<file path="src/rtl/evt_irq_pkg.sv">
package evt_irq_pkg;
   localparam int EVT_BITS   = 10;
   localparam int BUS_DATA_W = 32;
   localparam int BUS_ADDR_W = 8;

   // Event bit positions; the bus master core drives evt_pulse in this order.
   localparam int EV_DONE     = 0;
   localparam int EV_THRESH   = 1;
   localparam int EV_NACK     = 2;
   localparam int EV_TMO      = 3;
   localparam int EV_SLV_RDY  = 4;
   localparam int EV_RX_OVF   = 5;
   localparam int EV_TX_OVF   = 6;
   localparam int EV_RX_UNF   = 7;
   localparam int EV_RSV      = 8;
   localparam int EV_ARB_LOST = 9;

   localparam logic [EVT_BITS-1:0] RSV_BITS = EVT_BITS'(1) << EV_RSV;

   // Register offsets
   localparam int OFS_STATUS  = 'h10;
   localparam int OFS_MASK    = 'h20;
   localparam int OFS_ENABLE  = 'h24;
   localparam int OFS_DISABLE = 'h28;
endpackage

</file>
<file path="src/rtl/evt_irq_decode.sv">
module evt_irq_decode #(
   parameter int ADDR_W  = evt_irq_pkg::BUS_ADDR_W,
   parameter int DATA_W  = evt_irq_pkg::BUS_DATA_W,
   parameter int EVT_W   = evt_irq_pkg::EVT_BITS,
   parameter int STAT_AD = evt_irq_pkg::OFS_STATUS,
   parameter int MASK_AD = evt_irq_pkg::OFS_MASK,
   parameter int ENA_AD  = evt_irq_pkg::OFS_ENABLE,
   parameter int DIS_AD  = evt_irq_pkg::OFS_DISABLE
) (
   input  logic [ADDR_W-1:0] addr_i,
   input  logic              wr_i,
   input  logic [DATA_W-1:0] wdata_i,
   input  logic [EVT_W-1:0]  stat_i,
   input  logic [EVT_W-1:0]  mask_i,
   output logic [EVT_W-1:0]  stat_clr_o,
   output logic [EVT_W-1:0]  mask_set_o,
   output logic [EVT_W-1:0]  mask_clr_o,
   output logic [DATA_W-1:0] rdata_o
);
   localparam logic [ADDR_W-1:0] A_STAT = ADDR_W'(STAT_AD);
   localparam logic [ADDR_W-1:0] A_MASK = ADDR_W'(MASK_AD);
   localparam logic [ADDR_W-1:0] A_ENA  = ADDR_W'(ENA_AD);
   localparam logic [ADDR_W-1:0] A_DIS  = ADDR_W'(DIS_AD);

   generate
      if (EVT_W > DATA_W) begin : g_bad_width
         $error("event vector wider than data bus");
      end
      if (STAT_AD == MASK_AD || STAT_AD == ENA_AD || STAT_AD == DIS_AD ||
          MASK_AD == ENA_AD || MASK_AD == DIS_AD || ENA_AD == DIS_AD) begin : g_bad_ofs
         $error("register offsets must be distinct");
      end
      if (STAT_AD >= (1 << ADDR_W) || MASK_AD >= (1 << ADDR_W) ||
          ENA_AD >= (1 << ADDR_W) || DIS_AD >= (1 << ADDR_W)) begin : g_bad_range
         $error("register offset outside address space");
      end
   endgenerate

   logic [EVT_W-1:0] wbits;
   assign wbits = wdata_i[EVT_W-1:0];

   assign stat_clr_o = (wr_i && addr_i == A_STAT) ? wbits : '0;
   assign mask_set_o = (wr_i && addr_i == A_ENA)  ? wbits : '0;
   assign mask_clr_o = (wr_i && addr_i == A_DIS)  ? wbits : '0;

   // The write-only offsets and unmapped offsets read as zero.
   always_comb begin
      rdata_o = '0;
      if (addr_i == A_STAT)      rdata_o = DATA_W'(stat_i);
      else if (addr_i == A_MASK) rdata_o = DATA_W'(mask_i);
   end
endmodule

</file>
<file path="src/rtl/evt_irq_status.sv">
module evt_irq_status #(
   parameter int               EVT_W    = evt_irq_pkg::EVT_BITS,
   parameter logic [EVT_W-1:0] RSV_MASK = evt_irq_pkg::RSV_BITS
) (
   input  logic             clk,
   input  logic             rst_n,
   input  logic [EVT_W-1:0] evt_i,
   input  logic [EVT_W-1:0] clr_i,
   output logic [EVT_W-1:0] stat_o
);
   for (genvar i = 0; i < EVT_W; i++) begin : g_bit
      if (RSV_MASK[i]) begin : g_rsv
         assign stat_o[i] = 1'b0;
      end else begin : g_live
         logic b_q;
         // An event takes priority over a clear of the same bit.
         always_ff @(posedge clk) begin
            if (!rst_n)        b_q <= 1'b0;
            else if (evt_i[i]) b_q <= 1'b1;
            else if (clr_i[i]) b_q <= 1'b0;
         end
         assign stat_o[i] = b_q;
      end
   end
endmodule

</file>
<file path="src/rtl/evt_irq_mask.sv">
module evt_irq_mask #(
   parameter int               EVT_W    = evt_irq_pkg::EVT_BITS,
   parameter logic [EVT_W-1:0] RSV_MASK = evt_irq_pkg::RSV_BITS
) (
   input  logic             clk,
   input  logic             rst_n,
   input  logic [EVT_W-1:0] set_i,
   input  logic [EVT_W-1:0] clr_i,
   output logic [EVT_W-1:0] mask_o
);
   for (genvar i = 0; i < EVT_W; i++) begin : g_bit
      if (RSV_MASK[i]) begin : g_rsv
         assign mask_o[i] = 1'b0;
      end else begin : g_live
         logic m_q;
         always_ff @(posedge clk) begin
            if (!rst_n)        m_q <= 1'b0;
            else if (set_i[i]) m_q <= 1'b1;
            else if (clr_i[i]) m_q <= 1'b0;
         end
         assign mask_o[i] = m_q;
      end
   end
endmodule

</file>
<file path="src/rtl/evt_irq_regs.sv">
module evt_irq_regs #(
   parameter int               ADDR_W   = evt_irq_pkg::BUS_ADDR_W,
   parameter int               DATA_W   = evt_irq_pkg::BUS_DATA_W,
   parameter int               EVT_W    = evt_irq_pkg::EVT_BITS,
   parameter logic [EVT_W-1:0] RSV_MASK = evt_irq_pkg::RSV_BITS,
   parameter int               STAT_AD  = evt_irq_pkg::OFS_STATUS,
   parameter int               MASK_AD  = evt_irq_pkg::OFS_MASK,
   parameter int               ENA_AD   = evt_irq_pkg::OFS_ENABLE,
   parameter int               DIS_AD   = evt_irq_pkg::OFS_DISABLE
) (
   input  logic              clk,
   input  logic              rst_n,
   input  logic [ADDR_W-1:0] bus_addr,
   input  logic              bus_wr,
   input  logic [DATA_W-1:0] bus_wdata,
   output logic [DATA_W-1:0] bus_rdata,
   input  logic [EVT_W-1:0]  evt_pulse,
   output logic              irq_o
);
   logic [EVT_W-1:0] stat_q;
   logic [EVT_W-1:0] mask_q;
   logic [EVT_W-1:0] stat_clr;
   logic [EVT_W-1:0] mask_set;
   logic [EVT_W-1:0] mask_clr;
   logic             irq_q;

   evt_irq_decode #(
      .ADDR_W(ADDR_W), .DATA_W(DATA_W), .EVT_W(EVT_W),
      .STAT_AD(STAT_AD), .MASK_AD(MASK_AD), .ENA_AD(ENA_AD), .DIS_AD(DIS_AD)
   ) dec_i (
      .addr_i(bus_addr), .wr_i(bus_wr), .wdata_i(bus_wdata),
      .stat_i(stat_q), .mask_i(mask_q),
      .stat_clr_o(stat_clr), .mask_set_o(mask_set), .mask_clr_o(mask_clr),
      .rdata_o(bus_rdata)
   );

   evt_irq_status #(.EVT_W(EVT_W), .RSV_MASK(RSV_MASK)) stat_i (
      .clk(clk), .rst_n(rst_n), .evt_i(evt_pulse), .clr_i(stat_clr), .stat_o(stat_q)
   );

   evt_irq_mask #(.EVT_W(EVT_W), .RSV_MASK(RSV_MASK)) mask_i (
      .clk(clk), .rst_n(rst_n), .set_i(mask_set), .clr_i(mask_clr), .mask_o(mask_q)
   );

   always_ff @(posedge clk) begin
      if (!rst_n) irq_q <= 1'b0;
      else        irq_q <= |(stat_q & mask_q);
   end
   assign irq_o = irq_q;
endmodule

</file>
<file path="config.mk">
export PLATFORM = sky130hd
export DESIGN_NAME = evt_irq_regs
export DESIGN_NICKNAME = d
export VERILOG_FILES = /design/src/rtl/evt_irq_pkg.sv /design/src/rtl/evt_irq_decode.sv /design/src/rtl/evt_irq_status.sv /design/src/rtl/evt_irq_mask.sv /design/src/rtl/evt_irq_regs.sv
export SDC_FILE = /design/constraint.sdc
export NUM_CORES = 1
export LEC_CHECK = 0
export BUFFER_PORTS_ARGS = -buffer_cell sky130_fd_sc_hd__buf_2
export CAP_MARGIN = 20
export CELL_PAD_IN_SITES_DETAIL_PLACEMENT = 1
export CELL_PAD_IN_SITES_GLOBAL_PLACEMENT = 1
export CORE_MARGIN = 4
export CORE_UTILIZATION = 26
export DETAILED_ROUTE_END_ITERATION = 6
export PLACE_DENSITY_LB_ADDON = 0.25
export SYNTH_ARGS = -nofsm -noshare
export SYNTH_HDL_FRONTEND = slang
export SYNTH_SLANG_ARGS = --single-unit
</file>
<file path="constraint.sdc">
create_clock -name clk -period 1.1 [get_ports clk]
set_clock_uncertainty 0.2 [all_clocks]
set_input_delay 0 -clock clk [delete_from_list [all_inputs] [get_ports clk]]
set_output_delay 0 -clock clk [all_outputs]
set_load 0.03 [all_outputs]
</file>
Word-level counts from Yosys, hierarchy flattened --
Index checks and enable logic that the tools add are counted.
Word-level totals: output and inout bits 33, logic and storage cells 87, register bits after elaboration 19, input bits 53
Cells by class: reductions and logical operators 22, equal/unequal tests 4, bitwise logic cells 1, muxes and demuxes 41
Operators by type and width (number):
- two-way mux 10 bit | 4
- two-way mux 1 bit | 36
- nonzero test 2 bit | 18
- two-way mux 32 bit | 1
- == test 8 x 6 -> 1 bit (second input constant) | 3
- bitwise AND 10 bit | 1
- OR reduction 10 bit | 1
- == test 8 x 5 -> 1 bit (second input constant) | 1
- logical AND 1 bit | 3

Logic depth before layout (Yosys ltp) --
Gate-level depths: netlist (run 1).
depth in word-level cells 5, mapped depth 5

Cells and area by module --
Synthesis (run 1) repeated with hierarchy kept, for this count alone.
Unflattened totals: cell total of the unflattened synthesis 222, area, all modules 2042.0 um^2
Modules (own cells, without submodules):
- evt_irq_decode | cells an instance 136, seq. area each 0.0 um^2, area each 1033.5 um^2, times used 1
- evt_irq_mask | cells an instance 39, seq. area each 180.2 um^2, area each 461.7 um^2, times used 1
- evt_irq_status | cells an instance 39, seq. area each 180.2 um^2, area each 461.7 um^2, times used 1
- evt_irq_regs | cells an instance 8, seq. area each 20.0 um^2, area each 85.1 um^2, times used 1

Least setup slack after synthesis (run 1) --
Ideal clock, no wire load.
path kind input -> output, from in bus_addr[7], to out bus_rdata[0], data required time 0.900 ns, arrival 0.985 ns, slack -0.085 ns, stages on the path 4, cell sequence nor4_4 > buf_6 > nand2_2 > nor2_1
Between the ends: word-level cells in the longest chain between the ends 3
RTL lines:
- from (decl) | line evt_irq_regs.sv:13 | input logic [ADDR_W-1:0] bus_addr,
- == test 8 x 6 -> 1 bit | line evt_irq_decode.sv:50 | else if (addr_i == A_MASK) rdata_o = DATA_W'(mask_i);
- two-way mux 10 bit | line evt_irq_decode.sv:50
- two-way mux 32 bit * | line evt_irq_decode.sv:49 | if (addr_i == A_STAT) rdata_o = DATA_W'(stat_i);
- to (decl) | line evt_irq_regs.sv:16 | output logic [DATA_W-1:0] bus_rdata,
Every way passes the cells marked *; elsewhere a longest branch is shown, timed or not.

Worst setup path in the final report (run 1) --
from reg stat_i.g_bit[1].g_live.b_q, to out bus_rdata[1]
Between the ends: word-level cells in the longest chain between the ends 1
RTL lines:
- from (decl) | line evt_irq_status.sv:15 | logic b_q;
- from (signal assigned) | line evt_irq_status.sv:18 | if (!rst_n) b_q <= 1'b0;
- from (signal assigned) | line evt_irq_status.sv:19 | else if (evt_i[i]) b_q <= 1'b1;
- from (signal assigned) | line evt_irq_status.sv:20 | else if (clr_i[i]) b_q <= 1'b0;
- two-way mux 32 bit | line evt_irq_decode.sv:49
Every way passes these cells.

==> flow_summary.toml, run 1 <==
[place]
dp.cells = 255
port_buffers = 38
hpwlAfterDp_um = 3160
gp_congestion = 0.736
postPlaceCellArea_um2 = 1570

[pwr]
vdd_drop_max_v = 0.000502
powerDensity_nw_per_um2 = 783
cellLeakagePower_nw = 0.879

[die]
row_count = 25
ios = 86
die_h_um = 78.5
initial_core_util = 0.272
dieArea_um2 = 6160
core_area_um2 = 4750
die_w_um = 78.5

[drt]
routedWlPerCell_um = 17.0
wirelength_um = 4890
drtIter0Drc = 100
postRouteAntennaNets = 0
viasPerCell = 4.69
vias = 1350
drtPass1Iterations = 4
drc = 0

[global_routing]
busiest_layer = "met2"
grt_use_met3 = 0.0161
use_met2 = 0.276
grt.total_usage = 0.152
antenna_found_initial = 0
grt_first_pass_wirelength_um = 7540
gr-total-overflow = 0
grt_pass1_vias = 1439
grt_max_degree = 14
met1_usage = 0.197

[final_layout]
final_cell_mix = "27 x buf_2, 23 x conb_1, 19 x dlygate4sd3_1"
finish.utilization = 0.456
nNetsFinal = 275
final_cells = 288
area_delta_synth_final_pct = 67.7
n_antenna_cell = 0
design_area_um2 = 2170
nFillCells = 570
layout-drive-gt1-share = 0.579
final_common_cell = "buf_2"

[yosys]
ys.flop_type = "dfxtp_1"
yosys_warnings = 0
synth_seq_area_share = 0.294
synthArstFlopShare = 0
synth_edf_count = 0
yosysUniqueCellTypes = 26
syn_area_um2 = 1290
syn_inst = 142
avgSynthCellArea_um2 = 9.10
ys_ff_latch = 19

[sta]
fin_crit_ns = 1.26
grt_setup_unrepaired = "yes"
finalHoldViolations = 2
whs_ns = -0.0106
tns_ns = -1.51
period_share = 1.14
max_freq_ghz = 0.796
fin_ws_ns = -0.156
maxSlewViolCount = 0
finalSetupViolations = 28

[clock_network]
cts_buffers = 3
htreeDepth = 1
tritoncts = "done"
cts-root-buf = "clkbuf_8"
clk_latency_ns = 0.25
clock_sinks = 19
cts_max_path_buffers = 2
clk_pin_slew_worst_paths_ns = 0.07

[setup_path]
setup.worst_path.class = "register to primary output"
arrival_ns = 1.06
crit_path_start_kind = "register"
endpoint_kind = "primary output"
cp.required_ns = 0.90
crit_fanout = 2

[outcome]
violations = "negative hold slack, negative setup slack"
outcome = "finished with violations"

[run]
max-cap-violations = 0

[min_path]
hold_class = "input port to register"
[layout make-up]
type	count	area, um^2	share of cell area
clock buffer	4	45.0	0.0208
multi-input combinational	103	862	0.398
tap	67	83.8	0.0387
inverter	10	37.5	0.0173
sequential	19	403	0.186
timing repair buffer	85	736	0.339
[registers in the layout, summed over array words and instances, names as in the netlist]
name and cells:
irq_o 1, mask_i.g_bit.g_live.m_q 9, stat_i.g_bit.g_live.b_q 9
[metal layers]
| metal | up-vias | part of all wire |
|---|---|---|
| li1 | 637 | - |
| met1 | 667 | 0.42 |
| met2 | 42 | 0.53 |
| met3 | 4 | 0.046 |
| met4 | 0 | 0.0059 |
| met5 | - | 0 |
[power breakdown]
group	internal [mW]	switching, mW	total, mW
sequential	0.716	0.0219	0.738
clock	0.257	0.235	0.492
combinational	0.189	0.278	0.468
total	1.16	0.535	1.70
[Yosys cell counts (2+ instances only)]
library cell | instances | share of area
dfxtp_1 | 19 | 0.29
inv_1 | 10 | 0.029
nor2_1 | 10 | 0.029
a22oi_1 | 10 | 0.058
o21ai_0 | 9 | 0.035
buf_4 | 24 | 0.14
buf_6 | 5 | 0.044
a41oi_1 | 9 | 0.061
and2_1 | 2 | 0.0097
buf_2 | 2 | 0.0077
a31o_1 | 9 | 0.061
nand2_1 | 9 | 0.026
a41oi_2 | 9 | 0.11
nor2b_1 | 3 | 0.015
[logic make-up after synthesis]
family	count (synthesis)	synth area share
other	1	0.00290
AO/OA/AOI/OAI	50	0.354
buffers and inverters	43	0.227
flip-flops	19	0.294
AND/OR/NAND/NOR	29	0.122
[per-stage QoR]
| stage | total power [mW] | hold WS (ns) | worst slack [ns] |
|---|---|---|---|
| finish | 1.70 | -0.0106 | -0.156 |
| global route | 1.79 | -0.000307 | -0.212 |
| CTS | 1.68 | 0.00144 | -0.169 |
| detailed placement | 1.09 | 0.0737 | -0.276 |
| global placement | 1.08 | 0.0569 | -0.192 |
| floorplan | 1.02 | -0.0687 | -0.0852 |
[repair_timing]
item / 4_1_cts / 5_1_grt
endpoints found under the hold margin: 19 / 0
setup endpoints to repair: 13 / 28
resized for setup: 42 / 37
buffers inserted: 7 / 0
pin swaps: 6 / 26
cloned: 2 / 1
hold buffers: 20 / 0
[path summary, 6_finish.rpt]
kind / slack [ns] / start / cells after the start / to
worst max-delay path: -0.16 / stat_i.g_bit[1].g_live.b_q$_SDFFE_PN0P_ / 4 / bus_rdata[1]
worst min register to register: 0.40 / stat_i.g_bit[5].g_live.b_q$_SDFFE_PN0P_ / 2 / irq_o$_SDFF_PN0_
worst min-delay path: -0.01 / rst_n / 4 / stat_i.g_bit[0].g_live.b_q$_SDFFE_PN0P_
worst max register to register: -0.15 / stat_i.g_bit[1].g_live.b_q$_SDFFE_PN0P_ / 3 / irq_o$_SDFF_PN0_
[critical path, stage by stage, from the launching register on]
cell,delay (ns)
dfxtp_2,0.33
buf_6,0.11
a22oi_2,0.14
nor2_1,0.06
buf_4,0.17
(Power assumes the default switching activity.)
==> inputs of run 2 (changes only) <==
--- a/config.mk
+++ b/config.mk
@@ -13,6 +13,7 @@
 export CORE_UTILIZATION = 26
 export DETAILED_ROUTE_END_ITERATION = 6
 export PLACE_DENSITY_LB_ADDON = 0.25
+export SLEW_MARGIN = 10
 export SYNTH_ARGS = -nofsm -noshare
 export SYNTH_HDL_FRONTEND = slang
 export SYNTH_SLANG_ARGS = --single-unit
==> constraint.sdc (replaced) <==
create_clock -name clk -period 1.1 [get_ports clk]
set_clock_uncertainty 0.2 [all_clocks]
set_input_delay 0.22 -clock clk [delete_from_list [all_inputs] [get_ports clk]]
set_output_delay 0.22 -clock clk [all_outputs]
set_load 0.03 [all_outputs]
==> run 2 against run 1 <==
  * Power grew 0.17%
  * Cell area decreased by 7.3%
  * The flow finishes with violations (negative setup slack)
  * Critical path depth increased by 2
  * Setup slack lost 0.29 ns
  * Non-clock buffer count down 16
==> flow_summary.toml, run 2 (synthesis gave the netlist of run 1 again) <==
[sta]
maxSlewViolCount = 0
finalHoldViolations = 0
fin_crit_ns = 1.54
max_freq_ghz = 0.647
period_share = 1.40
fin_ws_ns = -0.445
grt_setup_unrepaired = "yes"
finalSetupViolations = 29
tns_ns = -10.89
whs_ns = 0.0125

[drt]
vias = 1281
routedWlPerCell_um = 17.1
viasPerCell = 4.71
drtIter0Drc = 100
wirelength_um = 4650
drtPass1Iterations = 4
drc = 0
postRouteAntennaNets = 0

[setup_path]
cp.required_ns = 0.68
crit_path_cell_trace = "buf_6, nor4_4, buf_6, nand2_8, nor2_4, buf_6"
crit_path_start_kind = "input port"
cp_slowest_cell = "nor4_4"
max_stage_delay_ns = 0.27
cpMostUsedCell = "buf_6"
crit_fanout = 5
setup.worst_path.class = "input port to primary output"
endpoint_kind = "primary output"
arrival_ns = 1.12

[pwr]
powerDensity_nw_per_um2 = 847
vdd_drop_max_v = 0.000436
fin_total_pwr_mw = 1.70
cellLeakagePower_nw = 0.802

[final_layout]
final_cells = 272
nFillCells = 562
finish.utilization = 0.422
area_delta_synth_final_pct = 55.4
final_common_cell = "buf_2"
n_antenna_cell = 0
layout-drive-gt1-share = 0.561
final_cell_mix = "25 x buf_2, 23 x conb_1, 22 x buf_4"
nNetsFinal = 259

[clock_network]
cts_buffers = 3
hold_buffers = 0
cts-root-buf = "clkbuf_8"
clk_latency_ns = 0.26
clock_sinks = 19
tritoncts = "done"
cts_max_path_buffers = 2
htreeDepth = 1
clk_pin_slew_worst_paths_ns = 0.09

[min_path]
hold_class = "input port to register"

[place]
hpwlAfterDp_um = 3460
port_buffers = 38
gp_congestion = 0.779
dp.cells = 263

[global_routing]
grt_max_degree = 13
grt.total_usage = 0.151
antenna_found_initial = 0
grt_first_pass_wirelength_um = 7310
gr-total-overflow = 0
grt_pass1_vias = 1385

[die]
core_area_um2 = 4750
die_w_um = 78.5
dieArea_um2 = 6160
row_count = 25
die_h_um = 78.5
ios = 86
initial_core_util = 0.272

[outcome]
violations = "negative setup slack"
outcome = "finished with violations"

[run]
max-cap-violations = 0
==> run 2: changes by cell type in the layout (fill, tap and decap cells not counted), sizes merged <==
cell | before | now
dlygate4sd3 | 19 | 0
clkinvlp | 0 | 1
buf | 65 | 69
clkbuf | 5 | 3
==> run 2: what timing repair did <==
| item | CTS | global route |
|---|---|---|
| setup endpoints to repair | 29 | 29 |
| pin swaps | 17 | 8 |
| setup buffers | 2 | 1 |
| cloned | 2 | 0 |
| gates resized for setup | 45 | 10 |
==> run 2: layout make-up <==
| type | instances | area [um^2] | share of cell area |
|---|---|---|---|
| Clock buffer | 3 | 41.3 | 0.0206 |
| Clock inverter | 1 | 7.51 | 0.00374 |
| Inverter | 10 | 37.5 | 0.0187 |
| Multi-Input combinational cell | 103 | 907 | 0.452 |
| Sequential cell | 19 | 384 | 0.191 |
| Tap cell | 67 | 83.8 | 0.0417 |
| Timing Repair Buffer | 69 | 547 | 0.272 |
==> run 2: final timing paths <==
kind / startpoint / end / slack [ns] / depth (start not counted)
setup reg to reg: mask_i.g_bit[1].g_live.m_q$_SDFFE_PN0P_ / irq_o$_SDFF_PN0_ / -0.22 / 2
hold / removal: bus_wdata[6] / stat_i.g_bit[6].g_live.b_q$_SDFFE_PN0P_ / 0.01 / 2
hold reg to reg: stat_i.g_bit[1].g_live.b_q$_SDFFE_PN0P_ / stat_i.g_bit[1].g_live.b_q$_SDFFE_PN0P_ / 0.44 / 2
setup / recovery: bus_addr[6] / bus_rdata[7] / -0.44 / 6
==> run 2: critical path, delay by kind of cell <==
kind                   cells  cell delay, ns
and+or+nand+nor            3            0.50
buffers and inverters      3            0.40
==> run 2: power breakdown <==
| part | switching [mW] | total, mW | internal (mW) |
|---|---|---|---|
| Combinational | 0.283 | 0.442 | 0.160 |
| Sequential | 0.0207 | 0.733 | 0.712 |
| Clock | 0.270 | 0.525 | 0.256 |
| Total | 0.573 | 1.70 | 1.13 |
==> run 2: stage by stage <==
stage,setup slack (ns),cell area (um^2)
finish,-0.445,2010
global route,-0.485,2010
CTS,-0.460,1950
detailed placement,-0.814,1700
global placement,-0.772,1700
floorplan,-0.324,1470
==> run 2: layer usage <==
| layer | GRT usage | vias to the layer above | part of all wire |
|---|---|---|---|
| li1 | - | 605 | - |
| met1 | 0.171 | 625 | 0.38 |
| met2 | 0.276 | 43 | 0.56 |
| met3 | 0.0264 | 8 | 0.046 |
| met4 | 0.0664 | 0 | 0.020 |
| met5 | 0 | - | 0 |
